$ cat src/rtl/ecc_guard_pkg.sv
package ecc_guard_pkg;

   localparam int unsigned WORD_W = 64;
   localparam int unsigned CODE_W = 8;
   localparam int unsigned SYN_W  = 7;

   // register word addresses
   localparam logic [3:0] RA_DETECT = 4'd0;
   localparam logic [3:0] RA_DISABLE = 4'd1;
   localparam logic [3:0] RA_IRQEN  = 4'd2;
   localparam logic [3:0] RA_SBE    = 4'd3;
   localparam logic [3:0] RA_INJ_HI = 4'd4;
   localparam logic [3:0] RA_INJ_LO = 4'd5;
   localparam logic [3:0] RA_INJ_CT = 4'd6;
   localparam logic [3:0] RA_CAP_AD = 4'd7;
   localparam logic [3:0] RA_CAP_HI = 4'd8;
   localparam logic [3:0] RA_CAP_LO = 4'd9;
   localparam logic [3:0] RA_CAP_CK = 4'd10;
   localparam logic [3:0] RA_CAP_AT = 4'd11;

   // codeword position given to data bit idx (skips powers of two)
   function automatic int unsigned data_pos(input int unsigned idx);
      int unsigned n;
      int unsigned r;
      n = 0;
      r = 0;
      for (int unsigned q = 3; q < 128; q++) begin
         if ((q & (q - 1)) != 0) begin
            if (n == idx) r = q;
            n++;
         end
      end
      return r;
   endfunction

   // data bits that feed check bit j
   function automatic logic [WORD_W-1:0] code_mask(input int unsigned j);
      logic [WORD_W-1:0] m;
      int unsigned p;
      m = '0;
      for (int unsigned i = 0; i < WORD_W; i++) begin
         p = data_pos(i);
         m[i] = p[j];
      end
      return m;
   endfunction

   function automatic logic [31:0] merge_bytes(input logic [31:0] old_v,
                                               input logic [31:0] new_v,
                                               input logic [3:0]  be);
      logic [31:0] r;
      for (int b = 0; b < 4; b++)
         r[b*8 +: 8] = be[b] ? new_v[b*8 +: 8] : old_v[b*8 +: 8];
      return r;
   endfunction

endpackage

$ cat src/rtl/ecc_guard_enc.sv
module ecc_guard_enc import ecc_guard_pkg::*; #(
   parameter int unsigned DATA_W = WORD_W,
   parameter int unsigned CHK_W  = CODE_W
)(
   input  logic [DATA_W-1:0] data,
   output logic [CHK_W-1:0]  chk
);
   localparam int unsigned LOW_W = CHK_W - 1;

   if (DATA_W != 64 || CHK_W != 8) begin : g_bad_width
      $error("ecc_guard_enc supports a 64-bit word with an 8-bit code only");
   end

   logic [LOW_W-1:0] low;

   for (genvar j = 0; j < LOW_W; j++) begin : g_bit
      localparam logic [DATA_W-1:0] MASK = code_mask(j);
      assign low[j] = ^(data & MASK);
   end

   assign chk = {(^data) ^ (^low), low};
endmodule

$ cat src/rtl/ecc_guard_dec.sv
module ecc_guard_dec import ecc_guard_pkg::*; #(
   parameter int unsigned DATA_W = WORD_W,
   parameter int unsigned CHK_W  = CODE_W
)(
   input  logic [DATA_W-1:0] data,
   input  logic [CHK_W-1:0]  chk,
   output logic [DATA_W-1:0] data_fix,
   output logic              single,
   output logic              multi
);
   localparam int unsigned LOW_W = CHK_W - 1;

   logic [CHK_W-1:0] regen;
   logic [LOW_W-1:0] syn;
   logic             par_bad;

   ecc_guard_enc #(.DATA_W(DATA_W), .CHK_W(CHK_W)) u_regen (
      .data (data),
      .chk  (regen)
   );

   assign syn     = regen[LOW_W-1:0] ^ chk[LOW_W-1:0];
   assign par_bad = (^data) ^ (^chk);
   assign single  = par_bad;
   assign multi   = !par_bad && (syn != '0);

   for (genvar i = 0; i < DATA_W; i++) begin : g_fix
      localparam int unsigned POS = data_pos(i);
      assign data_fix[i] = data[i] ^ (single && (syn == POS[LOW_W-1:0]));
   end
endmodule

$ cat src/rtl/ecc_guard_inj.sv
module ecc_guard_inj import ecc_guard_pkg::*; #(
   parameter int unsigned DATA_W = WORD_W,
   parameter int unsigned CHK_W  = CODE_W
)(
   input  logic [DATA_W-1:0] wr_data,
   input  logic [DATA_W-1:0] data_mask,
   input  logic [CHK_W-1:0]  chk_mask,
   input  logic              inj_on,
   input  logic              mirror,
   output logic [DATA_W-1:0] st_data,
   output logic [CHK_W-1:0]  st_chk
);
   logic [CHK_W-1:0] code;

   ecc_guard_enc #(.DATA_W(DATA_W), .CHK_W(CHK_W)) u_enc (
      .data (wr_data),
      .chk  (code)
   );

   assign st_data = inj_on ? (wr_data ^ data_mask) : wr_data;

   always_comb begin
      st_chk = inj_on ? (code ^ chk_mask) : code;
      if (mirror) st_chk = st_data[CHK_W-1:0];
   end
endmodule

$ cat src/rtl/ecc_guard_top.sv
module ecc_guard_top import ecc_guard_pkg::*; #(
   parameter int unsigned ADDR_W    = 32,
   parameter int unsigned BEAT_W    = 3,
   parameter int unsigned SIZE_W    = 2,
   parameter int unsigned SRC_W     = 5,
   parameter int unsigned TYPE_W    = 2,
   parameter bit          INJECT_EN = 1'b1
)(
   input  logic               clk,
   input  logic               rst_n,
   input  logic               wr_valid,
   input  logic [63:0]        wr_data,
   output logic               mem_wr_valid,
   output logic [63:0]        mem_wr_data,
   output logic [7:0]         mem_wr_chk,
   input  logic               rd_valid,
   input  logic [ADDR_W-1:0]  rd_addr,
   input  logic [63:0]        rd_data,
   input  logic [7:0]         rd_chk,
   input  logic               rd_sel_err,
   input  logic [BEAT_W-1:0]  rd_beat,
   input  logic [SIZE_W-1:0]  rd_size,
   input  logic [SRC_W-1:0]   rd_src,
   input  logic [TYPE_W-1:0]  rd_type,
   output logic               rdo_valid,
   output logic [63:0]        rdo_data,
   output logic               rdo_uncorr,
   input  logic               reg_we,
   input  logic [3:0]         reg_addr,
   input  logic [3:0]         reg_be,
   input  logic [31:0]        reg_wdata,
   output logic [31:0]        reg_rdata,
   output logic               irq
);
   localparam int unsigned ATTR_W = TYPE_W + SRC_W + SIZE_W + BEAT_W;
   localparam int unsigned HALF_W = WORD_W / 2;

   if (ADDR_W < 1 || ADDR_W > 32) begin : g_bad_addr
      $error("ADDR_W must lie in 1..32");
   end
   if (ATTR_W + 1 > 32) begin : g_bad_attr
      $error("attribute fields plus valid bit must fit in 32 bits");
   end
   if (BEAT_W < 1 || SIZE_W < 1 || SRC_W < 1 || TYPE_W < 1) begin : g_bad_field
      $error("attribute fields must be at least one bit wide");
   end

   // ---------------- register state ----------------
   logic [3:0]          det;
   logic [2:0]          dis;
   logic [2:0]          ien;
   logic [7:0]          sbe_cnt, sbe_thr;
   logic [31:0]         inj_hi, inj_lo;
   logic [7:0]          inj_mask;
   logic                inj_on, inj_mirror;
   logic [ADDR_W-1:0]   cap_addr;
   logic [HALF_W-1:0]   cap_hi, cap_lo;
   logic [7:0]          cap_chk;
   logic [ATTR_W-1:0]   cap_attr;
   logic                cap_valid;

   // ---------------- write path ----------------
   logic [WORD_W-1:0] st_data;
   logic [CODE_W-1:0] st_chk;

   if (INJECT_EN) begin : g_inj
      ecc_guard_inj u_inj (
         .wr_data   (wr_data),
         .data_mask ({inj_hi, inj_lo}),
         .chk_mask  (inj_mask),
         .inj_on    (inj_on),
         .mirror    (inj_mirror),
         .st_data   (st_data),
         .st_chk    (st_chk)
      );
   end else begin : g_plain
      ecc_guard_enc u_enc (
         .data (wr_data),
         .chk  (st_chk)
      );
      assign st_data = wr_data;
   end

   assign mem_wr_valid = wr_valid;
   assign mem_wr_data  = st_data;
   assign mem_wr_chk   = st_chk;

   // ---------------- read path ----------------
   logic [WORD_W-1:0] fix_data;
   logic              dec_single, dec_multi;

   ecc_guard_dec u_dec (
      .data     (rd_data),
      .chk      (rd_chk),
      .data_fix (fix_data),
      .single   (dec_single),
      .multi    (dec_multi)
   );

   assign rdo_valid  = rd_valid;
   assign rdo_data   = fix_data;
   assign rdo_uncorr = rd_valid && dec_multi;

   // ---------------- event qualification ----------------
   logic       ev_sbe, ev_mbe, ev_mse;
   logic       sbe_go, sbe_rep, mbe_rep, mse_rep, any_rep, pend, cap_take;
   logic [7:0] cnt_inc;

   assign ev_sbe  = rd_valid && !rd_sel_err && dec_single;
   assign ev_mbe  = rd_valid && !rd_sel_err && dec_multi;
   assign ev_mse  = rd_valid && rd_sel_err;

   assign cnt_inc = (sbe_cnt == 8'hFF) ? sbe_cnt : sbe_cnt + 8'd1;
   assign sbe_go  = ev_sbe && !dis[0];
   assign sbe_rep = sbe_go && (cnt_inc >= sbe_thr);
   assign mbe_rep = ev_mbe && !dis[1];
   assign mse_rep = ev_mse && !dis[2];
   assign any_rep = sbe_rep || mbe_rep || mse_rep;
   assign pend    = |det[2:0];
   assign cap_take = any_rep && !cap_valid;

   // ---------------- register bus decode ----------------
   logic w_det, w_dis, w_ien, w_sbe, w_hi, w_lo, w_ct;
   logic w_cad, w_chi, w_clo, w_cck, w_cat;
   logic [3:0] det_clr, det_set;

   assign w_det = reg_we && (reg_addr == RA_DETECT);
   assign w_dis = reg_we && (reg_addr == RA_DISABLE);
   assign w_ien = reg_we && (reg_addr == RA_IRQEN);
   assign w_sbe = reg_we && (reg_addr == RA_SBE);
   assign w_hi  = reg_we && (reg_addr == RA_INJ_HI);
   assign w_lo  = reg_we && (reg_addr == RA_INJ_LO);
   assign w_ct  = reg_we && (reg_addr == RA_INJ_CT);
   assign w_cad = reg_we && (reg_addr == RA_CAP_AD);
   assign w_chi = reg_we && (reg_addr == RA_CAP_HI);
   assign w_clo = reg_we && (reg_addr == RA_CAP_LO);
   assign w_cck = reg_we && (reg_addr == RA_CAP_CK);
   assign w_cat = reg_we && (reg_addr == RA_CAP_AT);

   assign det_clr = (w_det && reg_be[0]) ? reg_wdata[3:0] : 4'h0;
   assign det_set = {any_rep && pend, mse_rep, mbe_rep, sbe_rep};

   // configuration and flags
   always_ff @(posedge clk or negedge rst_n) begin
      if (!rst_n) begin
         det        <= '0;
         dis        <= '0;
         ien        <= '0;
         sbe_cnt    <= '0;
         sbe_thr    <= '0;
         inj_hi     <= '0;
         inj_lo     <= '0;
         inj_mask   <= '0;
         inj_on     <= 1'b0;
         inj_mirror <= 1'b0;
      end else begin
         det <= (det & ~det_clr) | det_set;
         if (w_dis && reg_be[0]) dis <= reg_wdata[2:0];
         if (w_ien && reg_be[0]) ien <= reg_wdata[2:0];
         if (w_sbe && reg_be[0])  sbe_cnt <= reg_wdata[7:0];
         else if (sbe_go)         sbe_cnt <= cnt_inc;
         if (w_sbe && reg_be[1])  sbe_thr <= reg_wdata[15:8];
         if (w_hi) inj_hi <= merge_bytes(inj_hi, reg_wdata, reg_be);
         if (w_lo) inj_lo <= merge_bytes(inj_lo, reg_wdata, reg_be);
         if (w_ct && reg_be[0]) inj_mask <= reg_wdata[7:0];
         if (w_ct && reg_be[1]) begin
            inj_on     <= reg_wdata[8];
            inj_mirror <= reg_wdata[9];
         end
      end
   end

   // first-error capture
   always_ff @(posedge clk or negedge rst_n) begin
      if (!rst_n) begin
         cap_addr  <= '0;
         cap_hi    <= '0;
         cap_lo    <= '0;
         cap_chk   <= '0;
         cap_attr  <= '0;
         cap_valid <= 1'b0;
      end else begin
         if (w_cad) cap_addr <= '0;
         if (w_chi) cap_hi   <= '0;
         if (w_clo) cap_lo   <= '0;
         if (w_cck) cap_chk  <= '0;
         if (w_cat) begin
            cap_attr  <= '0;
            cap_valid <= 1'b0;
         end
         if (cap_take) begin
            cap_addr  <= rd_addr;
            cap_hi    <= rd_data[WORD_W-1:HALF_W];
            cap_lo    <= rd_data[HALF_W-1:0];
            cap_chk   <= rd_chk;
            cap_attr  <= {rd_type, rd_src, rd_size, rd_beat};
            cap_valid <= 1'b1;
         end
      end
   end

   assign irq = |(det[2:0] & ien);

   // ---------------- register read ----------------
   logic [31:0] cap_addr_w, cap_attr_w;

   always_comb begin
      cap_addr_w = '0;
      cap_addr_w[ADDR_W-1:0] = cap_addr;
      cap_attr_w = '0;
      cap_attr_w[ATTR_W:0] = {cap_attr, cap_valid};
   end

   always_comb begin
      case (reg_addr)
         RA_DETECT:  reg_rdata = {28'd0, det};
         RA_DISABLE: reg_rdata = {29'd0, dis};
         RA_IRQEN:   reg_rdata = {29'd0, ien};
         RA_SBE:     reg_rdata = {16'd0, sbe_thr, sbe_cnt};
         RA_INJ_HI:  reg_rdata = inj_hi;
         RA_INJ_LO:  reg_rdata = inj_lo;
         RA_INJ_CT:  reg_rdata = {22'd0, inj_mirror, inj_on, inj_mask};
         RA_CAP_AD:  reg_rdata = cap_addr_w;
         RA_CAP_HI:  reg_rdata = cap_hi;
         RA_CAP_LO:  reg_rdata = cap_lo;
         RA_CAP_CK:  reg_rdata = {24'd0, cap_chk};
         RA_CAP_AT:  reg_rdata = cap_attr_w;
         default:    reg_rdata = 32'd0;
      endcase
   end
endmodule

$ cat config.mk
export PLATFORM = sky130hd
export DESIGN_NAME = ecc_guard_top
export DESIGN_NICKNAME = d
export VERILOG_FILES = /design/src/rtl/ecc_guard_pkg.sv /design/src/rtl/ecc_guard_enc.sv /design/src/rtl/ecc_guard_dec.sv /design/src/rtl/ecc_guard_inj.sv /design/src/rtl/ecc_guard_top.sv
export SDC_FILE = /design/constraint.sdc
export NUM_CORES = 1
export LEC_CHECK = 0
export BUFFER_PORTS_ARGS = -buffer_cell sky130_fd_sc_hd__buf_2
export CAP_MARGIN = 20
export CORE_ASPECT_RATIO = 1.75
export CORE_MARGIN = 2
export CORE_UTILIZATION = 54
export CTS_BUF_LIST = sky130_fd_sc_hd__clkbuf_16
export DETAILED_ROUTE_END_ITERATION = 12
export PLACE_DENSITY = 0.92
export SYNTH_ARGS = -nofsm -noshare
export SYNTH_HDL_FRONTEND = slang
export SYNTH_SLANG_ARGS = --single-unit
$ cat constraint.sdc
create_clock -name clk -period 4.3 [get_ports clk]
set_clock_uncertainty 0.1 [all_clocks]
set_input_delay 0.215 -clock clk [delete_from_list [all_inputs] [get_ports clk]]
set_output_delay 0.215 -clock clk [all_outputs]
set_load 0.005 [all_outputs]
==> results of run 1 <==
==> critical path, stage by stage <==
cell	delay (ps)
sky130_fd_sc_hd__dlygate4sd3_1	520
sky130_fd_sc_hd__buf_2	230
sky130_fd_sc_hd__xnor3_1	420
sky130_fd_sc_hd__xnor3_1	400
sky130_fd_sc_hd__xnor2_1	330
sky130_fd_sc_hd__xnor2_1	240
sky130_fd_sc_hd__xor2_1	440
sky130_fd_sc_hd__nand2_1	220
sky130_fd_sc_hd__nor2_2	400
sky130_fd_sc_hd__nand2_1	130
sky130_fd_sc_hd__xnor2_1	190
sky130_fd_sc_hd__buf_2	150
==> logic make-up after synthesis <==
kind of cell | count (synthesis) | share of synthesized area
xor+xnor | 394 | 0.268
simple gates | 296 | 0.0895
compound gates | 260 | 0.151
flops | 217 | 0.382
mux | 97 | 0.0764
buf+inv | 87 | 0.0255
fa+ha+maj | 9 | 0.00792
==> layout make-up <==
class	instances	area, µm²
clock inverter	13	161
clock buffer	19	475
multi-input combinational	1056	8500
inverter	11	41.3
sequential	217	5430
tap	320	400
antenna	1	2.50
timing repair buffer	579	3800
fill	1774	7050
==> power by group <==
part | internal (mW) | switching [mW] | total (mW)
Combinational | 2.53 | 3.28 | 5.81
Clock | 1.00 | 0.809 | 1.81
Sequential | 2.62 | 0.598 | 3.22
==> per-stage QoR <==
stage | utilization | hold slack (ps) | instances | total power [mW]
after floorplan | - | -181 | 1360 | 6.32
after global placement | 0.646 | 238 | 2041 | 8.43
after detailed placement | 0.646 | 256 | 2041 | 8.55
after CTS | 0.724 | 2.17 | 2209 | 10.4
after global routing | 0.727 | 13.5 | 2216 | 11.2
final | 0.727 | 24.7 | 2216 | 10.8
==> worst paths after layout <==
kind | start | to | slack (ps) | cells after the start
setup / recovery | rd_data[32] | rdo_data[32] | 100 | 12
setup reg to reg | sbe_cnt[1] | cap_attr[2] | 230 | 18
max in group asynchronous | rst_n | cap_lo[13] | 2720 | 3
min in group asynchronous | rst_n | cap_hi[24] | 260 | 2
hold / removal | rd_data[40] | cap_hi[8] | 20 | 2
hold reg to reg | cap_lo[13] | cap_lo[13] | 410 | 1
==> cell usage in the layout, fill, tap and decap left out, drive strengths merged, types with 5 or more instances in the layout <==
| cell | instances |
|---|---|
| a2bb2oi | 5 |
| and3 | 12 |
| nand3 | 27 |
| dlygate4sd3 | 138 |
| nand4 | 5 |
| a221oi | 6 |
| nor3 | 13 |
| clkinv | 5 |
| clkbuf | 21 |
| ha | 9 |
| a22oi | 54 |
| a22o | 120 |
| nand2 | 159 |
| o21ai | 12 |
| dfrtp | 217 |
| nor2b | 5 |
| a21o | 7 |
| xnor3 | 22 |
| inv | 13 |
| buf | 439 |
| nand2b | 7 |
| mux2i | 5 |
| xor2 | 56 |
| a21oi | 15 |
| nor2 | 56 |
| mux2 | 92 |
| a222oi | 24 |
| xnor2 | 313 |
==> per-layer routing <==
| metal | share of wire | track usage |
|---|---|---|
| met2 | 0.48 | 0.709 |
| met1 | 0.32 | 0.459 |
| met5 | 0 | 0 |
| met3 | 0.096 | 0.0776 |
| met4 | 0.11 | 0.371 |
==> what timing repair did <==
item / 4_1_cts / 5_1_grt
hold buffers: 136 / 2
endpoints found under the hold margin: 294 / 2
buffers inserted: 0 / 2
gates resized for setup: 0 / 15
endpoints found under the setup margin: 0 / 148
==> sequential cells by signal (all words and copies together) (netlist names) <==
signal      cells
cap_valid       1
cap_attr       12
inj_mirror      1
inj_mask        8
sbe_cnt         8
dis             3
sbe_thr         8
cap_chk         8
inj_lo         32
det             4
cap_hi         32
inj_hi         32
cap_addr       32
cap_lo         32
inj_on          1
ien             3
==> results.txt, run 1 <==
----------------------------------------------------
[Die]
  Horizontal extent of the die ... 127 µm
  Boundary Pins ... 398
  Placement row count ... 78
  Die height ... 219 µm
  Area of the core ... 25900 µm²
  Die Outline Area ... 27700 µm²
  Initial standard-cell utilization of the core ... 0.549

[Setup path]
  Endpoint required time on the critical path ... 3980 ps
  Category of the worst setup path launch point ... primary input
  Arrival time worst endpoint ... 3880 ps
  Largest fanout on the critical path ... 6
  Kind of end point of the critical path ... output pin
  Kind of critical path ... in -> out

[Global route]
  Antenna violations before repair ... 1
  Pin count of the biggest net entering global routing ... 108
  Remaining global-route overflow ... 0
  GR Util All Layers ... 0.425
  Wire length of the first global-routing pass ... 87300 µm
  Vias in the first global route ... 14100

[Timing]
  Finish-stage setup viols ... 0
  Max-slew violation count ... 0
  Fin worst setup slack ... 104 ps
  Unrepaired setup endpoints after global routing ... no
  Setup TNS ... 0 ps
  Top achievable clock speed ... 238 MHz
  Worst slew margin ... 0.315
  Worst Max-Slew Pin Slew ... 1030 ps
  Final worst path period need ... 4200 ps
  Crit share post-route ... 0.976
  Hold violation count in the final report ... 0

[Clock network]
  CTS root buf ... sky130_fd_sc_hd__clkbuf_16
  Clk slew on worst S/H paths ... 70 ps
  Clock tree from TritonCTS ... done
  Clock sink total ... 217
  Worst-Skew Late Latency ... 510 ps
  Maximum level of the CTS H-tree ... 1
  Maximum number of buffers from clock root to sink ... 3
  Number of buffers created by CTS ... 18

[Power and ir drop]
  Peak supply drop ... 0.00140 V
  Total leakage power ... 8.63 nW
  Power density over the cells ... 576 nW/µm²

[Yosys]
  Sequential cell area fraction in the yosys report ... 0.382
  Dominant register cell in the synthesized netlist ... sky130_fd_sc_hd__dfrtp_1
  Top-area cell type share of the netlist area ... 0.382
  Net count of the mapped netlist ... 1595
  Synth async-reset ratio ... 1.00
  Most frequent cell after synthesis ... sky130_fd_sc_hd__xnor2_1
  Largest area contributor in the synthesized netlist ... sky130_fd_sc_hd__dfrtp_1
  Number of flops mapped to enable cells by yosys ... 0
  Synth Warn # ... 0
  Unique cell type count in the Yosys netlist ... 47
  Avg Cell Area, Syn ... 10.4 µm²
  Netlist Area Pre-Place ... 14200 µm²
  Yosys reg bits ... 217
  Cell types occupying the most area after synthesis ... sky130_fd_sc_hd__dfrtp_1 38%, sky130_fd_sc_hd__xnor2_1 19%, sky130_fd_sc_hd__a22o_1 7.4%
  Synthesized instance count ... 1360
  Most frequent cells after synthesis ... 312 x sky130_fd_sc_hd__xnor2_1, 217 x sky130_fd_sc_hd__dfrtp_1, 159 x sky130_fd_sc_hd__nand2_1

[Final layout]
  Post-layout net count ... 2118
  Post-layout instance area ... 18800 µm²
  Fraction of final layout cells sized beyond drive strength 1 ... 0.311
  Area growth from synthesis to layout ... 32.4%

[Drt]
  Number of DRC violations after detailed-routing iteration 0 ... 1690
  Total wire length ... 60300 µm
  Vias per Instance ... 6.29
  Count of vias placed by the detailed router ... 13900
  Final ANT Viol Nets ... 0
  DRC ... 0
  Routed wire length per instance ... 27.2 µm
  Iteration count of the initial detailed-routing pass ... 7

[Placement]
  Global placer's final weighted congestion ... 1.05
  Placed standard-cell area ... 16700 µm²
  Place WS ... 79.4 ps
  Count of buffers from port buffering ... 395
  Final HPWL DP ... 45600 µm

[Run]
  Number of max-capacitance violations reported ... 0

[Hold path]
  Type of the most critical hold path ... in -> reg

[Status]
  Status ... complete, no violations

----------------------------------------------------
(Power assumes the default switching activity.)
==> run 2, diff against run 1 <==
--- a/config.mk
+++ b/config.mk
@@ -5,13 +5,14 @@
 export SDC_FILE = /design/constraint.sdc
 export NUM_CORES = 1
 export LEC_CHECK = 0
-export BUFFER_PORTS_ARGS = -buffer_cell sky130_fd_sc_hd__buf_2
+export BUFFER_PORTS_ARGS = -buffer_cell sky130_fd_sc_hd__buf_4
 export CAP_MARGIN = 20
 export CORE_ASPECT_RATIO = 1.75
 export CORE_MARGIN = 2
 export CORE_UTILIZATION = 54
 export CTS_BUF_LIST = sky130_fd_sc_hd__clkbuf_16
 export DETAILED_ROUTE_END_ITERATION = 12
+export GPL_ROUTABILITY_DRIVEN = 1
 export PLACE_DENSITY = 0.92
 export SYNTH_ARGS = -nofsm -noshare
 export SYNTH_HDL_FRONTEND = slang
==> results.txt, run 2 (same netlist as run 1, synthesis figures left out) <==
----------------------------------------------------
[Status]
  Status ... complete, no violations

[Global route]
  GR Util All Layers ... 0.448 (+0.0224)
  Vias in the first global route ... 14400 (+2.1%)
  Antenna violations before repair ... 0 (-1)
  Wire length of the first global-routing pass ... 91200 µm (+4.5%)
  Remaining global-route overflow ... 0 (unchanged)
  Pin count of the biggest net entering global routing ... 88 (-19%)

[Timing]
  Fin worst setup slack ... 14.3 ps (-89.5 ps)
  Final hold slack ... 39.5 ps (+14.8 ps)
  Hold violation count in the final report ... 0 (unchanged)
  Final worst path period need ... 4290 ps (+89.5 ps)
  Top achievable clock speed ... 233 MHz (-2.1%)
  Max-slew violation count ... 0 (unchanged)
  Unrepaired setup endpoints after global routing ... no
  Crit share post-route ... 0.997 (+0.0208)
  Finish-stage setup viols ... 0 (unchanged)
  Worst slew margin ... 0.290 (-0.0248)
  Worst Max-Slew Pin Slew ... 1060 ps (+29.5 ps)

[Run]
  Number of max-capacitance violations reported ... 0 (unchanged)

[Power and ir drop]
  Peak supply drop ... 0.000752 V (-46%)
  Power density over the cells ... 570 nW/µm² (-1.0%)
  Total leakage power ... 9.00 nW (+4.3%)
  Total chip power ... 11.4 mW (+4.7%)

[Drt]
  DRC ... 0 (unchanged)
  Vias per Instance ... 6.29 (about the same)
  Number of DRC violations after detailed-routing iteration 0 ... 1492 (-12%)
  Routed wire length per instance ... 28.7 µm (+5.5%)
  Count of vias placed by the detailed router ... 14000 (+0.27%)
  Total wire length ... 63800 µm (+5.8%)
  Final ANT Viol Nets ... 0 (unchanged)
  Iteration count of the initial detailed-routing pass ... 6 (-1)

[Final layout]
  Commonest non-fill, non-tap cell in the layout ... sky130_fd_sc_hd__buf_4
  Area growth from synthesis to layout ... 40.1%
  Fraction of final layout cells sized beyond drive strength 1 ... 0.306 (-0.00446)
  Most used cells in the layout excluding fill and tap cells ... 428 x sky130_fd_sc_hd__buf_4, 310 x sky130_fd_sc_hd__xnor2_1, 216 x sky130_fd_sc_hd__dfrtp_1, 159 x sky130_fd_sc_hd__nand2_1, 149 x sky130_fd_sc_hd__dlygate4sd3_1
  Post-layout net count ... 2129 (+0.52%)
  Share of the core filled with cells in the final layout ... 0.770 (+0.0422)

[Setup path]
  Worst reg2reg setup slack ... 240 ps (about the same)
  Endpoint required time on the critical path ... 3980 ps (about the same)
  Largest fanout on the critical path ... 6 (unchanged)
  Worst-path cell with the longest stage delay ... sky130_fd_sc_hd__dlygate4sd3_1
  Logic depth of the worst setup path including buffers ... 12 (unchanged)
  Kind of end point of the critical path ... output pin
  Kind of critical path ... in -> out
  Bufs and invs on worst path ... 3 (unchanged)
  Reg2Reg Capture Point ... cap_lo[26]
  Critical path, cell by cell ... dlygate4sd3_1 > buf_4 > xnor3_1 > xnor2_1 > xnor3_1 > xor2_1 > xnor2_2 > nor2_2 > nand2_1 > nor2_1 > xor2_1 > buf_4
  Biggest cell delay along the critical path ... 560 ps (+40 ps)
  RR Startpoint ... sbe_cnt[1]
  Worst reg2reg path depth ... 18 (unchanged)
  Category of the worst setup path launch point ... primary input
  Arrival time worst endpoint ... 3970 ps (+90 ps)
  Delay-heaviest family, CP ... XOR/XNOR gates

[Clock network]
  Clock tree from TritonCTS ... done
  Clock sink total ... 217 (unchanged)
  CTS root buf ... sky130_fd_sc_hd__clkbuf_16
  Maximum level of the CTS H-tree ... 1 (unchanged)
  Clk slew on worst S/H paths ... 70 ps (about the same)
  Setup bufs post-CTS ... 0 (unchanged)
  Worst-Skew Late Latency ... 490 ps (-20 ps)
  Maximum number of buffers from clock root to sink ... 3 (unchanged)
  Number of buffers created by CTS ... 19 (+1)

[Die]
  Horizontal extent of the die ... 127 µm (unchanged)
  Die Outline Area ... 27700 µm² (unchanged)
  Initial standard-cell utilization of the core ... 0.549 (unchanged)
  Area of the core ... 25900 µm² (unchanged)
  Die height ... 219 µm (unchanged)
  Placement row count ... 78 (unchanged)
  Boundary Pins ... 398 (unchanged)

[Placement]
  Global placer's final weighted congestion ... 1.08 (+2.5%)
  Final HPWL DP ... 48500 µm (+6.4%)
  Count of buffers from port buffering ... 395 (unchanged)
  Place WS ... -59.1 ps (-139 ps)

[Hold path]
  Hold endpoint ... cap_valid
  Hold path cells ... 2 (unchanged)
  Type of the most critical hold path ... in -> reg
  Origin of the worst min-delay path ... reg_we

----------------------------------------------------
## run 2: cell count changes in the layout (fill, tap and decap cells not counted), sizes merged
cell	delta
dlygate4sd3	+11
clkinv	-3
inv	+2
buf	-1
clkinvlp	-1
## run 2: worst max path at each step
stage / from / end / slack, ps
2_1_floorplan: sbe_cnt[0] / cap_hi[23] / 480
6_report: rd_data[19] / rdo_data[20] / 10
3_5_place_dp: sbe_cnt[1] / cap_attr[5] / -60
4_1_cts: rd_data[19] / rdo_data[63] / 30
5_1_grt: rd_data[59] / rdo_data[0] / 0.03
3_3_place_gp: sbe_cnt[1] / cap_attr[7] / 50
## run 2: routing by layer
layer / wire length [µm] / share of wire / GRT usage
met1: 19700 / 0.31 / 0.465
met2: 30600 / 0.48 / 0.749
met3: 5930 / 0.093 / 0.0894
met4: 7600 / 0.12 / 0.416
met5: 0 / 0 / 0
## run 2: area by class of cell
type                            instances  area, µm²
Multi-Input combinational cell       1056       8520
Fill cell                            1732       5960
Sequential cell                       217       5430
Timing Repair Buffer                  589       4910
Clock buffer                           19        475
Tap cell                              320        400
Clock inverter                         11        129
Inverter                               11       41.3
Antenna cell                            1       2.50
## run 2: what timing repair did
action                                  CTS  global route
endpoints found under the setup margin   20           137
hold buffers                            149             0
resized for setup                         2            11
gates cloned                              0             0
endpoints found under the hold margin   298             0
## run 2: report_power, final
part,switching [mW],internal (mW),total [mW]
combinational,3.47,2.92,6.39
sequential,0.599,2.62,3.22
clock,0.763,0.982,1.74
## run 2: metrics by stage
| step | area, µm² | instances | TNS, ps |
|---|---|---|---|
| floorplan | 14200 | 1360 | 0 |
| global placement | 17700 | 2042 | 0 |
| detailed placement | 17700 | 2042 | -589 |
| CTS | 19900 | 2221 | 0 |
| global route | 19900 | 2223 | 0 |
| finish | 19900 | 2224 | 0 |
==> run 3, diff against run 2 <==
--- a/config.mk
+++ b/config.mk
@@ -9,11 +9,12 @@
 export CAP_MARGIN = 20
 export CORE_ASPECT_RATIO = 1.75
 export CORE_MARGIN = 2
-export CORE_UTILIZATION = 54
+export CORE_UTILIZATION = 55
 export CTS_BUF_LIST = sky130_fd_sc_hd__clkbuf_16
 export DETAILED_ROUTE_END_ITERATION = 12
 export GPL_ROUTABILITY_DRIVEN = 1
 export PLACE_DENSITY = 0.92
 export SYNTH_ARGS = -nofsm -noshare
 export SYNTH_HDL_FRONTEND = slang
+export SYNTH_HIERARCHICAL = 1
 export SYNTH_SLANG_ARGS = --single-unit
==> results.txt, run 3 <==
----------------------------------------------------
[Clock network]
  Clock sink total ... 217 (unchanged)
  Clock tree from TritonCTS ... done
  Maximum number of buffers from clock root to sink ... 3 (unchanged)
  Maximum level of the CTS H-tree ... 1 (unchanged)
  Clk slew on worst S/H paths ... 70 ps (about the same)
  Number of buffers created by CTS ... 19 (unchanged)
  CTS root buf ... sky130_fd_sc_hd__clkbuf_16
  Worst-Skew Late Latency ... 510 ps (+20 ps)

[Timing]
  Hold violation count in the final report ... 0 (unchanged)
  Top achievable clock speed ... 236 MHz (+1.1%)
  Finish-stage setup viols ... 0 (unchanged)
  Setup TNS ... 0 ps (unchanged)
  Worst slew margin ... 0.413 (+0.123)
  Crit share post-route ... 0.986 (-0.0109)
  Final worst path period need ... 4240 ps (-47.0 ps)
  Fin worst setup slack ... 61.3 ps (+47.0 ps)
  Unrepaired setup endpoints after global routing ... no
  Max-slew violation count ... 0 (unchanged)
  Worst Max-Slew Pin Slew ... 880 ps (-176 ps)

[Setup path]
  Biggest cell delay along the critical path ... 550 ps (about the same)
  Kind of critical path ... in -> out
  Reg2Reg Capture Point ... cap_hi[27]
  RR Startpoint ... sbe_cnt[0]
  Largest fanout on the critical path ... 4 (-2)
  Critical path, cell by cell ... dlygate4sd3_1 > buf_4 > xnor3_1 > xor2_1 > xnor3_1 > xnor3_4 > xnor2_1 > nand2_1 > nor2_2 > nand3_1 > xnor2_1 > buf_4
  Arrival time worst endpoint ... 3920 ps (-50 ps)
  Category of the worst setup path launch point ... primary input
  Endpoint required time on the critical path ... 3980 ps (about the same)
  Kind of end point of the critical path ... output pin
  Worst-path cell with the longest stage delay ... sky130_fd_sc_hd__dlygate4sd3_1
  Worst reg2reg path depth ... 12 (-6)
  Worst reg2reg setup slack ... 470 ps (+230 ps)

[Final layout]
  Fraction of final layout cells sized beyond drive strength 1 ... 0.279 (-0.0272)
  Most used cells in the layout excluding fill and tap cells ... 426 x sky130_fd_sc_hd__buf_4, 320 x sky130_fd_sc_hd__xnor2_1, 257 x sky130_fd_sc_hd__nand2_1, 216 x sky130_fd_sc_hd__dfrtp_1, 149 x sky130_fd_sc_hd__dlygate4sd3_1
  Share of the core filled with cells in the final layout ... 0.752 (-0.0176)
  Commonest non-fill, non-tap cell in the layout ... sky130_fd_sc_hd__buf_4
  Post-layout net count ... 2431 (+14%)
  Multi-input logic area ... 10100 µm² (+19%)
  Area growth from synthesis to layout ... 34.4%
  Register area ... 5430 µm² (unchanged)
  Fill count ... 1975 (+14%)

[Drt]
  Total wire length ... 67200 µm (+5.4%)
  DRC ... 0 (unchanged)
  Routed wire length per instance ... 26.0 µm (-9.5%)
  Vias per Instance ... 6.04 (-4.0%)
  Number of DRC violations after detailed-routing iteration 0 ... 1914 (+28%)
  Final ANT Viol Nets ... 0 (unchanged)
  Iteration count of the initial detailed-routing pass ... 11 (+5)
  Count of vias placed by the detailed router ... 15600 (+12%)

[Placement]
  Count of buffers from port buffering ... 395 (unchanged)
  Place WS ... 203 ps (+262 ps)
  Global placer's final weighted congestion ... 1.03 (-4.4%)
  Final HPWL DP ... 49500 µm (+2.2%)

[Die]
  Boundary Pins ... 398 (unchanged)
  Placement row count ... 83 (+6.4%)
  Initial standard-cell utilization of the core ... 0.560 (+0.0102)
  Die height ... 233 µm (+6.5%)
  Horizontal extent of the die ... 135 µm (+6.4%)
  Area of the core ... 29400 µm² (+14%)
  Die Outline Area ... 31400 µm² (+13%)

[Hold path]
  Hold path cells ... 3 (+1)
  Type of the most critical hold path ... in -> reg
  Hold endpoint ... det[1]
  Origin of the worst min-delay path ... rd_sel_err

[Power and ir drop]
  Total leakage power ... 10.2 nW (+13%)
  Peak supply drop ... 0.00150 V (+99%)
  Power density over the cells ... 603 nW/µm² (+5.8%)

[Yosys]
  Avg Cell Area, Syn ... 9.80 µm² (-6.2%)
  Synthesized instance count ... 1678 (+23%)
  Netlist Area Pre-Place ... 16400 µm² (+16%)
  Synth Warn # ... 6 (+6)
  Net count of the mapped netlist ... 1913 (+20%)

[Global route]
  Wire length of the first global-routing pass ... 96800 µm (+6.1%)
  GRT Max-Usage Layer ... met2
  Antenna violations before repair ... 0 (unchanged)
  Remaining global-route overflow ... 0 (unchanged)
  GR Util All Layers ... 0.416 (-0.0322)
  Met1 usage ... 0.419 (-0.0458)
  Met3 Track Usage GR ... 0.0819 (-0.00743)
  Pin count of the biggest net entering global routing ... 119 (+35%)
  Vias in the first global route ... 16100 (+12%)
  Met2 global-route usage ... 0.692 (-0.0572)

[Run]
  Number of max-capacitance violations reported ... 0 (unchanged)

[Status]
  Status ... complete, no violations

----------------------------------------------------
==> run 3: metrics by stage <==
step	power, mW	hold WS, ps	instances	instance area (µm²)
floorplan	8.15	-181	1678	16400
global placement	10.6	256	2404	19800
detailed placement	10.8	264	2406	19800
CTS	12.8	19.7	2587	22000
global route	13.8	54.2	2589	22100
finish	13.3	35.1	2590	22100
==> run 3: worst max-delay path by stage <==
stage	end	slack, ps	start	cells past startpoint
finish	rdo_data[49]	60	rd_data[16]	12
detailed placement	cap_addr[1]	200	rd_data[50]	16
global route	cap_hi[29]	30	rd_data[16]	17
global placement	cap_lo[27]	270	rd_data[53]	17
floorplan	cap_addr[0]	740	rd_data[53]	16
CTS	rdo_data[55]	10	rd_data[51]	13
==> run 3: where the power goes <==
part,leakage (nW),internal [mW],switching (mW)
sequential,2.76,2.80,0.746
combinational,7.09,3.48,4.39
clock,0.324,1.11,0.803
total,10.2,7.39,5.94
==> run 3: timing repair <==
action,in CTS,in global routing
setup endpoints to repair,0,51
endpoints found under the hold margin,314,0
hold buffers,149,0
buffers inserted,0,1
resized for setup,0,17
==> run 3: metal layers <==
metal  up-vias  share of wire
met5         -              0
met4         0           0.12
met3       381          0.083
met2      1118           0.49
met1      7480           0.31
li1       6665              -
==> run 3: layout make-up <==
type                       count  share of cell area
multi-input combinational   1242               0.458
sequential                   217               0.246
timing repair buffer         585               0.222
inverter                     131              0.0222
tap                          382              0.0216
clock buffer                  19              0.0215
clock inverter                13             0.00883
antenna                        1            0.000113
==> run 3: worst max-delay path, delay by kind of cell <==
kind,cells,cell delay [ps]
and+or+nand+nor,3,720
buffers and inverters,3,870
xor gates and xnor gates,6,2120
